<file path="config.mk">
export PLATFORM = sky130hd
export DESIGN_NAME = cfg_access_seq
export DESIGN_NICKNAME = d
export VERILOG_FILES = /design/src/rtl/cfg_seq_pkg.sv /design/src/rtl/cfg_req_check.sv /design/src/rtl/cfg_wait_timer.sv /design/src/rtl/cfg_access_seq.sv
export SDC_FILE = /design/constraint.sdc
export NUM_CORES = 1
export LEC_CHECK = 0
export BUFFER_PORTS_ARGS = -buffer_cell sky130_fd_sc_hd__buf_2
export CAP_MARGIN = 20
export CORE_MARGIN = 8
export CORE_UTILIZATION = 37
export CTS_BUF_LIST = sky130_fd_sc_hd__clkbuf_16
export DETAILED_ROUTE_END_ITERATION = 6
export PLACE_DENSITY = 0.69
export SYNTH_ARGS = -nofsm -noshare
export SYNTH_HDL_FRONTEND = slang
export SYNTH_HIERARCHICAL = 1
export SYNTH_SLANG_ARGS = --single-unit
export TNS_END_PERCENT = 50
</file>
<file path="constraint.sdc">
create_clock -name clk -period 2.65 [get_ports clk]
set_input_delay 0.265 -clock clk [delete_from_list [all_inputs] [get_ports clk]]
set_output_delay 0.265 -clock clk [all_outputs]
set_load 0.02 [all_outputs]
</file>
<file path="src/rtl/cfg_seq_pkg.sv">
package cfg_seq_pkg;

    typedef enum logic [1:0] {
        SZ_BYTE     = 2'd0,
        SZ_HALF     = 2'd1,
        SZ_WORD     = 2'd2,
        SZ_WORD_ALT = 2'd3
    } size_e;

    typedef enum logic [2:0] {
        ST_IDLE,
        ST_ADDR,
        ST_RD,
        ST_CAP,
        ST_WR,
        ST_WAIT,
        ST_RESTORE,
        ST_RESP
    } seq_state_e;

    typedef struct packed {
        logic        is_write;
        logic [1:0]  lane;
        size_e       size;
        logic [31:0] wdata;
    } cfg_op_t;

    function automatic logic is_subword(size_e sz);
        return (sz == SZ_BYTE) || (sz == SZ_HALF);
    endfunction

    function automatic logic [31:0] size_mask(size_e sz);
        case (sz)
            SZ_BYTE: return 32'h0000_00FF;
            SZ_HALF: return 32'h0000_FFFF;
            default: return 32'hFFFF_FFFF;
        endcase
    endfunction

    function automatic logic [31:0] lane_extract(logic [31:0] dw, logic [1:0] lane, size_e sz);
        logic [4:0] sh;
        sh = {lane, 3'b000};
        if (is_subword(sz))
            return (dw >> sh) & size_mask(sz);
        return dw;
    endfunction

    function automatic logic [31:0] lane_merge(logic [31:0] dw, logic [31:0] val,
                                               logic [1:0] lane, size_e sz);
        logic [4:0]  sh;
        logic [31:0] m;
        sh = {lane, 3'b000};
        m  = size_mask(sz);
        if (is_subword(sz))
            return (dw & ~(m << sh)) | ((val & m) << sh);
        return val;
    endfunction

    function automatic logic [31:0] cfg_word_build(logic [4:0] dev, logic [2:0] func,
                                                   logic [5:0] dw_idx, logic type1);
        return {2'b11, 14'd0, dev, func, dw_idx, 1'b0, type1};
    endfunction

endpackage

</file>
<file path="src/rtl/cfg_req_check.sv">
module cfg_req_check
    import cfg_seq_pkg::*;
#(
    parameter int DEV_W         = 8,
    parameter int FUNC_W        = 4,
    parameter int OFS_W         = 10,
    parameter int RESERVED_SLOT = 8
) (
    input  logic [DEV_W-1:0]  dev,
    input  logic [FUNC_W-1:0] func,
    input  logic [OFS_W-1:2]  offset_dw,
    input  logic              behind_bridge,
    output logic              reject,
    output logic [31:0]       cfg_word
);

    logic dev_over;
    logic func_over;
    logic ofs_over;
    logic reserved_hit;

    generate
        if (DEV_W > 5) begin : g_dev_wide
            assign dev_over = |dev[DEV_W-1:5];
        end else begin : g_dev_narrow
            assign dev_over = 1'b0;
        end
        if (FUNC_W > 3) begin : g_func_wide
            assign func_over = |func[FUNC_W-1:3];
        end else begin : g_func_narrow
            assign func_over = 1'b0;
        end
        if (OFS_W > 8) begin : g_ofs_wide
            assign ofs_over = |offset_dw[OFS_W-1:8];
        end else begin : g_ofs_narrow
            assign ofs_over = 1'b0;
        end
    endgenerate

    assign reserved_hit = !behind_bridge && (dev == DEV_W'(RESERVED_SLOT));
    assign reject       = dev_over | func_over | ofs_over | reserved_hit;
    assign cfg_word     = cfg_word_build(5'(dev), 3'(func), 6'(offset_dw), behind_bridge);

endmodule

</file>
<file path="src/rtl/cfg_wait_timer.sv">
module cfg_wait_timer #(
    parameter int WAIT_CYCLES = 62500
) (
    input  logic clk,
    input  logic rst,
    input  logic load,
    input  logic run,
    output logic done
);

    localparam int CNT_W = $clog2(WAIT_CYCLES + 1);

    logic [CNT_W-1:0] cnt;

    always_ff @(posedge clk) begin
        if (rst)       cnt <= '0;
        else if (load) cnt <= '0;
        else if (run)  cnt <= cnt + 1'b1;
    end

    assign done = run && (cnt == CNT_W'(WAIT_CYCLES - 1));


    wait_start_chk: assert property (@(posedge clk) disable iff (rst)
        $rose(run) |-> (cnt == '0));


    wait_bound_chk: assert property (@(posedge clk) disable iff (rst)
        run |-> (cnt < CNT_W'(WAIT_CYCLES)));

endmodule

</file>
<file path="src/rtl/cfg_access_seq.sv">
module cfg_access_seq
    import cfg_seq_pkg::*;
#(
    parameter int DEV_W         = 8,
    parameter int FUNC_W        = 4,
    parameter int OFS_W         = 10,
    parameter int WAIT_CYCLES   = 62500,
    parameter int RESERVED_SLOT = 8
) (
    input  logic              clk,
    input  logic              rst,
    input  logic              req_valid,
    output logic              req_ready,
    input  logic              req_write,
    input  logic              req_behind_bridge,
    input  logic [DEV_W-1:0]  req_dev,
    input  logic [FUNC_W-1:0] req_func,
    input  logic [OFS_W-1:0]  req_offset,
    input  logic [1:0]        req_size,
    input  logic [31:0]       req_wdata,
    output logic              rsp_valid,
    output logic              rsp_not_found,
    output logic [31:0]       rsp_rdata,
    output logic              bus_valid,
    output logic              bus_write,
    output logic              bus_sel_window,
    output logic [31:0]       bus_wdata,
    input  logic [31:0]       bus_rdata
);

    seq_state_e  state_q, state_d;
    cfg_op_t     op_q;
    logic [31:0] word_q;
    logic [31:0] dword_q;
    logic [31:0] rdata_q;
    logic        nf_q;
    logic        accept;
    logic        rej;
    logic [31:0] cfg_word_d;
    logic        wait_done;

    assign req_ready = (state_q == ST_IDLE);
    assign accept    = req_valid && req_ready;

    cfg_req_check #(
        .DEV_W(DEV_W), .FUNC_W(FUNC_W), .OFS_W(OFS_W), .RESERVED_SLOT(RESERVED_SLOT)
    ) u_check (
        .dev          (req_dev),
        .func         (req_func),
        .offset_dw    (req_offset[OFS_W-1:2]),
        .behind_bridge(req_behind_bridge),
        .reject       (rej),
        .cfg_word     (cfg_word_d)
    );

    cfg_wait_timer #(.WAIT_CYCLES(WAIT_CYCLES)) u_timer (
        .clk (clk),
        .rst (rst),
        .load(state_q == ST_WR),
        .run (state_q == ST_WAIT),
        .done(wait_done)
    );

    always_comb begin
        state_d = state_q;
        case (state_q)
            ST_IDLE:    if (accept) state_d = rej ? ST_RESP : ST_ADDR;
            ST_ADDR:    state_d = ST_RD;
            ST_RD:      state_d = ST_CAP;
            ST_CAP:     state_d = op_q.is_write ? ST_WR : ST_RESTORE;
            ST_WR:      state_d = ST_WAIT;
            ST_WAIT:    if (wait_done) state_d = ST_RESTORE;
            ST_RESTORE: state_d = ST_RESP;
            ST_RESP:    state_d = ST_IDLE;
            default:    state_d = ST_IDLE;
        endcase
    end

    always_ff @(posedge clk) begin
        if (rst) begin
            state_q <= ST_IDLE;
            op_q    <= '0;
            word_q  <= '0;
            dword_q <= '0;
            rdata_q <= '0;
            nf_q    <= 1'b0;
        end else begin
            state_q <= state_d;
            if (accept) begin
                op_q    <= '{is_write: req_write, lane: req_offset[1:0],
                             size: size_e'(req_size), wdata: req_wdata};
                word_q  <= cfg_word_d;
                nf_q    <= rej;
                rdata_q <= '0;
            end
            if (state_q == ST_CAP) begin
                dword_q <= bus_rdata;
                if (!op_q.is_write)
                    rdata_q <= lane_extract(bus_rdata, op_q.lane, op_q.size);
            end
        end
    end

    always_comb begin
        bus_valid      = 1'b0;
        bus_write      = 1'b0;
        bus_sel_window = 1'b0;
        bus_wdata      = '0;
        case (state_q)
            ST_ADDR: begin
                bus_valid = 1'b1;
                bus_write = 1'b1;
                bus_wdata = word_q;
            end
            ST_RD: begin
                bus_valid      = 1'b1;
                bus_sel_window = 1'b1;
            end
            ST_WR: begin
                bus_valid      = 1'b1;
                bus_write      = 1'b1;
                bus_sel_window = 1'b1;
                bus_wdata      = lane_merge(dword_q, op_q.wdata, op_q.lane, op_q.size);
            end
            ST_RESTORE: begin
                bus_valid = 1'b1;
                bus_write = 1'b1;
            end
            default: ;
        endcase
    end

    assign rsp_valid     = (state_q == ST_RESP);
    assign rsp_not_found = nf_q;
    assign rsp_rdata     = rdata_q;


    busy_ready_chk: assert property (@(posedge clk) disable iff (rst)
        bus_valid |-> !req_ready);


    addr_word_chk: assert property (@(posedge clk) disable iff (rst)
        (bus_valid && bus_write && !bus_sel_window) |->
        (bus_wdata == 32'd0 || (bus_wdata[31:30] == 2'b11 && bus_wdata[29:16] == 14'd0)));


    reject_resp_chk: assert property (@(posedge clk) disable iff (rst)
        (accept && rej) |=> (rsp_valid && rsp_not_found && !bus_valid));


    restore_first_chk: assert property (@(posedge clk) disable iff (rst)
        (rsp_valid && !rsp_not_found) |->
        $past(bus_valid && bus_write && !bus_sel_window && bus_wdata == 32'd0));


    rmw_order_chk: assert property (@(posedge clk) disable iff (rst)
        (bus_valid && bus_write && bus_sel_window) |->
        $past(bus_valid && !bus_write && bus_sel_window, 2));

endmodule

</file>
==> flow_metrics.tcl, run 1 <==
set metrics [dict create \
    outcome "finished, final reports clean" \
    ys_types 63 \
    start_util_pct 37.8 \
    viasPerCell 5.44 \
    postLayoutCellArea_sq_mm 0.00938 \
    ant_nets 0 \
    fin_nets 1209 \
    rsz0062_at_grt "false" \
    path_max_fanout 21 \
    syn_avg_cell_area_sq_um 7.86 \
    synth_top_cell_area_share_pct 38.4 \
    combPwrFrac_pct 19.6 \
    crit_path_start_kind "flop" \
    crit_slowest_cell "dfxtp_1" \
    synth.area.top_cells "dfxtp_1 (38%), nand2_1 (11%), a21oi_1 (8.4%)" \
    slew_viol_final 0 \
    fmax_ghz 0.391 \
    drc 0 \
    whs_ns 0.0621 \
    p_sw_share_pct 30.6 \
    vias 7626 \
    r2r_end "state_q[0]$_SDFFE_PP0P_" \
    finalWeightedCongestion 0.858 \
    cap_violations 0 \
    clockBufferDepth 2 \
    peakVddDrop_mv 0.454 \
    antenna_found_initial 0 \
    skew_ns 0.0128 \
    synthArstFlopShare_pct 0 \
    p_seq_share_pct 40.6 \
    hold_class "input pin to flop" \
    crit_chain "buf_4 -> or2_2 -> a2111oi_0 -> a211o_1 -> buf_2" \
    p_leak_nw 3.60 \
    grt_overflow_total 0 \
    critPathArrivalTime_ns 2.29 \
    io_pins 163 \
    core_sq_mm 0.0211 \
    clock_power_share_pct 39.8 \
    final.min_clock_period_ns 2.55 \
    syn_area_sq_mm 0.00798 \
    layout-drive-gt1-share_pct 21.5 \
    fin_setup_tns_ns 0 \
    floorplan.die.width_microns 163 \
    crit_required_ns 2.38 \
    yosysMostFrequentCell "nand2_1" \
    die_height_microns 163 \
    syn2layout_area_growth_pct 17.6 \
    timing.final.hold_violations 0 \
    cts_tree "done" \
    powerDensity_mw_per_mm2 687 \
    crit-reg2reg-launch "state_q[0]$_SDFFE_PP0P_" \
    grt_usage_pct 19.4 \
    cp-startpoint "op_q[32]$_SDFFE_PP0P_" \
    antenna_cells 0 \
    maxSlewHeadroom_pct 53.4 \
    cts_hold_buffers 0 \
    synth_edf_count 0 \
    drt-pass1-iter-count 5 \
    synth_seq_cells 153 \
    numPortBuffers 162 \
    syn-instance-count 1015 \
    endpoint "bus_wdata[28]" \
    cts.sinks 153 \
    root_buffer "clkbuf_16" \
    worst_path_largest_cell_delay_ns 0.53 \
    setup_violations 0 \
    path_clk_slew_ns 0.07 \
    worst_pin_slew_ns 0.698 \
    routed_wl_mm 26.4 \
    grt_max_degree 71 \
    cts_setup_buffers 0 \
    reg2regPathDepth 8 \
    synth_top_cell_by_area "dfxtp_1" \
    die_area_sq_mm 0.0265 \
    rows 53 \
    cts_resized 2 \
    min-delay-start "req_wdata[3]" \
    synthTopCellsByCount "nand2_1 (241), dfxtp_1 (153), a21oi_1 (134), clkbuf_1 (50), buf_4 (35)" \
    yosys_warnings 6 \
    p_switching_mw 1.97 \
    worst-setup-path-type "flop to output pin" \
    crit_path_end_kind "output pin" \
    drt-initial-drc-count 849 \
    r2r_setup_slack_ns 0.36 \
    wl_per_cell_microns 18.8 \
    p_int_mw 4.47 \
    fin_util_pct 44.5 \
    grt_pass1_wl_mm 40.3 \
    hold_depth 3 \
    clk-insertion-delay-late_ns 0.44 \
    dp_hpwl_mm 18.8 \
    ys.flop_type "dfxtp_1" \
    postPlaceCellArea_sq_mm 0.00874 \
    yosysSeqAreaShare_pct 38.4 \
    power.total_mw 6.45 \
    finalCritPeriodShare_pct 96.4 \
    grt_pass1_vias 7048 \
    htree_num_levels 4 \
    cts_buffers 17 \
]
-- logic make-up after synthesis --
logic type	count (synthesis)	synth area share [%]
buf+inv	140	9.43
compound gates	259	21.4
mux	21	2.63
flops	153	38.4
fa+ha+maj	1	0.157
xor+xnor	4	0.439
simple gates	435	27.4
other cells	2	0.0941
-- cell usage in the layout (no fill, tap or decap), types with 4 or more instances in the layout --
cell type	netlist	routed
a21oi_1	134	134
a221o_1	7	7
a221oi_1	15	15
a22o_1	23	23
a22oi_1	8	8
a32o_1	8	8
and2_1	11	11
and3b_1	9	9
and4b_1	8	8
buf_2	15	161
buf_4	35	23
bufinv_16	0	4
clkbuf_16	0	17
clkinv_2	0	4
conb_1	2	17
dfxtp_1	153	150
inv_1	19	19
mux2i_1	21	21
nand2_1	241	241
nand2b_1	19	19
nand3_1	4	4
nand3b_1	10	10
nand4_1	5	5
nor2_1	32	32
nor2b_1	34	34
nor3b_1	9	8
nor4_1	12	12
nor4bb_1	8	7
o21ai_0	19	19
o21bai_1	9	9
o221ai_2	5	5
o31ai_1	4	4
o32ai_1	8	8
or2_2	4	4
or3_1	8	7
or4_1	5	5
-- worst max-delay path: cells and delay by family (launching register included) --
family	cells	cell delay, ns
flip-flops	1	0.53
AO/OA/AOI/OAI	2	0.55
AND/OR/NAND/NOR	1	0.29
buffers and inverters	2	0.47
-- power groups by stage --
stage / Clock [mW] / Combinational (mW) / Sequential (mW)
6_report: 2.57 / 1.26 / 2.62
5_1_grt: 2.70 / 1.38 / 2.63
4_1_cts: 2.59 / 1.25 / 2.61
3_5_place_dp: 0 / 1.24 / 2.66
3_3_place_gp: 0 / 1.23 / 2.65
2_1_floorplan: 0 / 0.943 / 2.58
-- worst min path at each step --
stage	to	slack [ns]
2_1_floorplan	rsp_rdata[19]$_SDFF_PP0_	0.39
3_3_place_gp	rsp_rdata[8]$_SDFF_PP0_	0.44
3_5_place_dp	rsp_rdata[8]$_SDFF_PP0_	0.44
4_1_cts	op_q[3]$_SDFFE_PP0P_	0.05
5_1_grt	op_q[3]$_SDFFE_PP0P_	0.05
6_report	op_q[3]$_SDFFE_PP0P_	0.06
-- cell type report --
class	instances	area, sq um
Fill cell	2135	11700
Tap cell	275	344
Inverter	19	71.3
Timing Repair Buffer	187	1040
Multi-Input combinational cell	737	4250
Sequential cell	153	3070
Clock inverter	15	183
Clock buffer	17	425
-- registers in the layout (all words and copies together) (netlist names) --
| signal | cells |
|---|---|
| word_q | 32 |
| rsp_not_found | 1 |
| op_q | 37 |
| state_q | 3 |
| u_timer/cnt | 16 |
| dword_q | 32 |
| rsp_rdata | 32 |
-- metal layers --
layer	part of all wire (%)	global-route usage (%)
met4	2.5	6.80
met1	46	27.1
met5	0	0
met3	8.7	4.85
met2	43	28.3
-- stage by stage --
stage                     cells  worst slack, ns
after floorplan            1030           0.0467
after global placement     1371            0.386
after detailed placement   1371            0.270
after CTS                  1403           0.0147
after global routing       1403           0.0136
final                      1403           0.0956
Power figures use the tool's default switching activity.
==> run 2: changes to the inputs <==
- BUFFER_PORTS_ARGS: -buffer_cell sky130_fd_sc_hd__buf_2 -> -buffer_cell sky130_fd_sc_hd__buf_4
- GPL_ROUTABILITY_DRIVEN: not set -> 1
- RECOVER_POWER: not set -> 25
==> run 2 against run 1 <==
  * Cell count is 0.36% higher
  * Worst setup slack improved by 0.019 ns
  * Non-clock buffer count up 5
  * Clock skew shrank 0.0039 ns
  * Register-to-register slack better by 0.06 ns
  * Total power shrank 1.8%
  * Core utilization up 1.2 points
  * Hold slack better by 0.011 ns
  * Wire length hardly changed
  * Critical endpoint unchanged
  * Largest power group unchanged
  * Highest routed layer unchanged
==> flow_metrics.tcl, run 2 (synthesized netlist as in run 1, its figures left out) <==
set metrics [dict create \
    mostFrequentLayoutCells "nand2_1 (241), buf_4 (155), dfxtp_1 (151), a21oi_1 (134), clkbuf_1 (35)" \
    antenna_found_initial 0 \
    fin_setup_tns_ns 0 \
    cts_buffers 17 \
    r2r_setup_slack_ns 0.42 \
    drt-initial-drc-count 690 \
    grt_max_degree 71 \
    cts.sinks 153 \
    fmax_ghz 0.394 \
    regArea_sq_mm 0.00307 \
    layout-drive-gt1-share_pct 18.4 \
    htree_num_levels 4 \
    drt-pass1-iter-count 5 \
    die_area_sq_mm 0.0265 \
    p_leak_nw 3.53 \
    path_clk_slew_ns 0.06 \
    clk-insertion-delay-late_ns 0.43 \
    start_util_pct 37.8 \
    antenna_cells 0 \
    core_sq_mm 0.0211 \
    power.total_mw 6.33 \
    slew_viol_final 0 \
    vias 7637 \
    wl_per_cell_microns 18.7 \
    powerDensity_mw_per_mm2 657 \
    crit_required_ns 2.38 \
    grt_pass1_vias 7084 \
    worst_pin_slew_ns 0.954 \
    whs_ns 0.0734 \
    fill_cells 2139 \
    final.min_clock_period_ns 2.54 \
    multi_input_area_sq_mm 0.00423 \
    skew_ns 0.00897 \
    top_register "op_q" \
    hold_end "word_q[10]$_SDFFE_PP0P_" \
    dp_hpwl_mm 19.2 \
    outcome "finished, final reports clean" \
    root_buffer "clkbuf_16" \
    cts_tree "done" \
    fin_nets 1214 \
    maxSlewHeadroom_pct 36.4 \
    io_pins 163 \
    path_max_fanout 18 \
    timing.final.hold_violations 0 \
    largest_reg_flops 37 \
    layout_commonest_cell "nand2_1" \
    viasPerCell 5.42 \
    finalCritPeriodShare_pct 95.7 \
    dp.cells 1376 \
    cap_violations 0 \
    crit_path_start_kind "flop" \
    routed_wl_mm 26.4 \
    hold_class "input pin to flop" \
    reg2regPathDepth 8 \
    clockBufferDepth 2 \
    die_height_microns 163 \
    numPortBuffers 162 \
    peakVddDrop_mv 0.495 \
    setup_violations 0 \
    ant_nets 0 \
    grt_overflow_total 0 \
    crit-reg2reg-launch "state_q[0]$_SDFFE_PP0P_" \
    r2r_end "state_q[1]$_SDFFE_PP0P_" \
    grt_usage_pct 19.4 \
    rsz0062_at_grt "false" \
    instances_no_fill 1408 \
    grt_pass1_wl_mm 40.5 \
    syn2layout_area_growth_pct 20.7 \
    worst-setup-path-type "flop to output pin" \
    min-delay-start "req_func[2]" \
    rows 53 \
    finalWeightedCongestion 0.938 \
    critPathArrivalTime_ns 2.27 \
    cp-startpoint "op_q[32]$_SDFFE_PP0P_" \
    floorplan.die.width_microns 163 \
    drc 0 \
    hold_depth 3 \
    crit_path_end_kind "output pin" \
]
## run 2: report_power, final
part | switching, mW | total [mW] | internal [mW] | leakage (nW)
combinational | 0.802 | 1.32 | 0.518 | 2.01
sequential | 0.150 | 2.60 | 2.45 | 1.24
clock | 1.02 | 2.41 | 1.39 | 0.278
## run 2: final cells by class
cell class | instances | area share [%]
repair buffers | 192 | 13.9
multi-input cells | 737 | 44.0
flip-flops and latches | 153 | 31.9
inverters | 19 | 0.741
clock buffers | 17 | 4.42
clock inverters | 15 | 1.59
well taps | 275 | 3.57
## run 2: per-layer routing
| metal | global-route usage (%) | routed length (microns) |
|---|---|---|
| met1 | 26.5 | 11700 |
| met2 | 28.4 | 11600 |
| met3 | 5.79 | 2450 |
| met4 | 6.96 | 659 |
| met5 | 0 | 0 |
## run 2: timing repair
action / in CTS / in global routing
gates resized for setup: 2 / 1
setup endpoints to repair: 4 / 1
buffers inserted: 0 / 0
hold buffers: 0 / 0
endpoints found under the hold margin: 0 / 0
pin swaps: 0 / 0
gates cloned: 0 / 0
## run 2: per-stage QoR
stage | instance area (sq um) | setup WS [ns] | util (%)
2_1_floorplan | 8030 | 0.0467 | -
3_3_place_gp | 9190 | 0.445 | 43.6
3_5_place_dp | 9190 | 0.454 | 43.6
4_1_cts | 9770 | 0.0388 | 46.3
5_1_grt | 9630 | 0.0143 | 45.7
6_report | 9630 | 0.115 | 45.7
## run 2: worst max-delay path by stage
stage	to	slack, ns	cells past startpoint
5_1_grt	bus_wdata[28]	0.01	5
3_5_place_dp	bus_wdata[23]	0.45	4
4_1_cts	bus_wdata[28]	0.04	5
2_1_floorplan	state_q[1]$_SDFFE_PP0P_	0.05	11
3_3_place_gp	bus_wdata[23]	0.44	4
6_report	bus_wdata[28]	0.11	5
## run 2: critical path, cell delays in order (launching register included)
cell and delay, ns:
dfxtp_1 0.50, buf_4 0.30, or2_2 0.30, a2111oi_0 0.41, a211o_1 0.18, buf_4 0.15
==> run 3: changes to the inputs <==
- ABC_AREA: not set -> 1
- GPL_TIMING_DRIVEN: not set -> 0
==> run 3 against run 2 <==
  * Combinational power increased to 2.8 times the previous value
  * Area after synthesis increased by 0.20%
  * Sequential power increased by 12%
  * Via count increased by 12%
  * Sequential share of layout area decreased by 1.3 points
  * Core utilization increased by 1.9 points
  * Hold slack improved by 0.010 ns
  * Fmax increased by 2.2%
  * Non-clock buffer count increased by 69
  * Flip-flop and latch count unchanged
  * Design area increased by 4.1%
  * Clock skew increased by 0.0013 ns
  * Critical path type unchanged
  * Highest routed layer unchanged
==> flow_metrics.tcl, run 3 <==
set metrics [dict create \
    grt_pass1_wl_mm 44.2 \
    largest_reg_flops 37 \
    ys_types 32 \
    wl_met3_mm 2.13 \
    die_height_microns 163 \
    cts_setup_buffers 0 \
    drt-pass1-iter-count 6 \
    grt_max_degree 17 \
    setup_violations 0 \
    vias 8540 \
    path_clk_slew_ns 0.07 \
    synthSimpleGateAreaFrac_pct 28.9 \
    layout_commonest_cell "nand2_1" \
    floorplan.die.width_microns 163 \
    synth_mux_area_share_pct 0 \
    synth_edf_count 0 \
    postLayoutCellArea_sq_mm 0.0100 \
    rows 53 \
    start_util_pct 37.9 \
    antenna_found_initial 0 \
    routed_wl_mm 28.2 \
    syn_avg_cell_area_sq_um 6.48 \
    crit_required_ns 2.38 \
    synth_seq_cells 153 \
    worst_pin_slew_ns 0.739 \
    finalWeightedCongestion 0.957 \
    core_sq_mm 0.0211 \
    numPortBuffers 152 \
    yosysSeqAreaShare_pct 38.3 \
    slew_viol_final 0 \
    syn2layout_area_growth_pct 25.4 \
    grt_pass1_vias 8144 \
    cts_buffers 17 \
    synth_top_cell_by_area "dfxtp_1" \
    finalCritPeriodShare_pct 93.6 \
    top_register "op_q" \
    wl_met1_mm 12.3 \
    synth_top_family_by_area "simple AND/OR/NAND/NOR gates" \
    grt_overflow_total 0 \
    synthTopCellsByCount "nand2_1 (292), a21oi_1 (184), dfxtp_1 (153), nand3_1 (142), inv_1 (125)" \
    worst-setup-path-type "flop to output pin" \
    dp_hpwl_mm 22.2 \
    worst_slack_ns 0.168 \
    skew_ns 0.0103 \
    synth.area.top_cells "dfxtp_1 (38%), nand2_1 (14%), a21oi_1 (12%)" \
    yosys_warnings 6 \
    hold_class "input pin to flop" \
    synthAdderAreaFrac_pct 0.157 \
    synth_top_cell_area_share_pct 38.3 \
    mostFrequentLayoutCells "nand2_1 (293), a21oi_1 (184), buf_4 (158), dfxtp_1 (153), nand3_1 (142)" \
    wl_per_cell_microns 16.5 \
    critPathArrivalTime_ns 2.22 \
    peakVddDrop_mv 0.418 \
    root_buffer "clkbuf_16" \
    cap_violations 0 \
    ys.flop_type "dfxtp_1" \
    whs_ns 0.0836 \
    synth_compound_area_share_pct 18.8 \
    fmax_ghz 0.403 \
    layout-drive-gt1-share_pct 15.9 \
    drc 0 \
    synthArstFlopShare_pct 0 \
    fin_setup_tns_ns 0 \
    cts.sinks 153 \
    syn-instance-count 1233 \
    clockBufferDepth 2 \
    crit_path_start_kind "flop" \
    io_pins 163 \
    final.min_clock_period_ns 2.48 \
    drt-initial-drc-count 872 \
    crit_path_end_kind "output pin" \
    yosysMostFrequentCell "nand2_1" \
    grt_usage_pct 21.2 \
    fin_nets 1513 \
    cts_tree "done" \
    ant_nets 0 \
    maxSlewHeadroom_pct 50.7 \
    outcome "finished, final reports clean" \
    die_area_sq_mm 0.0266 \
    powerDensity_mw_per_mm2 923 \
    synth_xor_area_share_pct 0 \
    rsz0062_at_grt "false" \
    p_leak_nw 4.48 \
    antenna_cells 0 \
    viasPerCell 5.00 \
    timing.final.hold_violations 0 \
    wl_met2_mm 13.1 \
    syn_area_sq_mm 0.00799 \
    clk-insertion-delay-late_ns 0.44 \
    postPlaceCellArea_sq_mm 0.00954 \
    place_ws_ns 0.595 \
    path_max_fanout 10 \
    htree_num_levels 4 \
    top_layer "met4" \
]
-- run 3: worst paths after layout --
path                                start                  endpoint  slack [ns]  depth (start not counted)
setup / recovery    op_q[33]$_SDFFE_PP0P_              bus_wdata[7]        0.17                          8
hold / removal               bus_rdata[1]   dword_q[1]$_SDFFE_PP0N_        0.08                          3
setup reg to reg  state_q[0]$_SDFFE_PP0P_  dword_q[30]$_SDFFE_PP0N_        0.55                          6
hold reg to reg    word_q[3]$_SDFFE_PP0P_    word_q[3]$_SDFFE_PP0P_        0.45                          2
-- run 3: worst max-delay path, cell delays in order, from the launching register on --
cell     delay [ns]
dfxtp_1        0.31
buf_4          0.19
inv_2          0.11
o21ai_1        0.23
buf_2          0.34
a21oi_1        0.11
o21ai_0        0.15
o21ai_0        0.15
buf_4          0.18
-- run 3: layout make-up --
type,count,area (sq um)
fill,2247,11100
multi-input combinational,856,3870
sequential,153,3060
timing repair buffer,152,1020
buffer,109,591
inverter,130,488
clock buffer,17,425
tap,275,344
clock inverter,15,225
-- run 3: timing repair --
action                     CTS  global route
setup endpoints to repair    0             1
resized for setup            0             2
hold buffers                 0             0
hold endpoints to repair     0             0
-- run 3: metal layers --
metal / vias up / global-route usage [%]
met2: 321 / 33.7
li1: 4318 / -
met1: 3848 / 27.9
met3: 53 / 4.73
met5: - / 0
met4: 0 / 7.51
-- run 3: metrics by stage --
step,cells,utilization [%],total power [mW]
final,1707,47.5,9.26
after global routing,1707,47.5,9.80
after CTS,1707,48.3,9.31
after detailed placement,1675,45.2,6.61
after global placement,1675,45.2,6.57
after floorplan,1248,-,5.31
-- run 3: report_power, final --
| part | internal (mW) | switching [mW] | total (mW) |
|---|---|---|---|
| combinational | 1.11 | 2.54 | 3.65 |
| sequential | 2.70 | 0.205 | 2.91 |
| clock | 1.68 | 1.02 | 2.70 |
| total | 5.50 | 3.76 | 9.26 |
-- run 3: cells by family after synthesis --
kind of cell	count (synthesis)
compound gates	297
simple gates	541
buf+inv	239
fa+ha+maj	1
flops	153
other cells	2
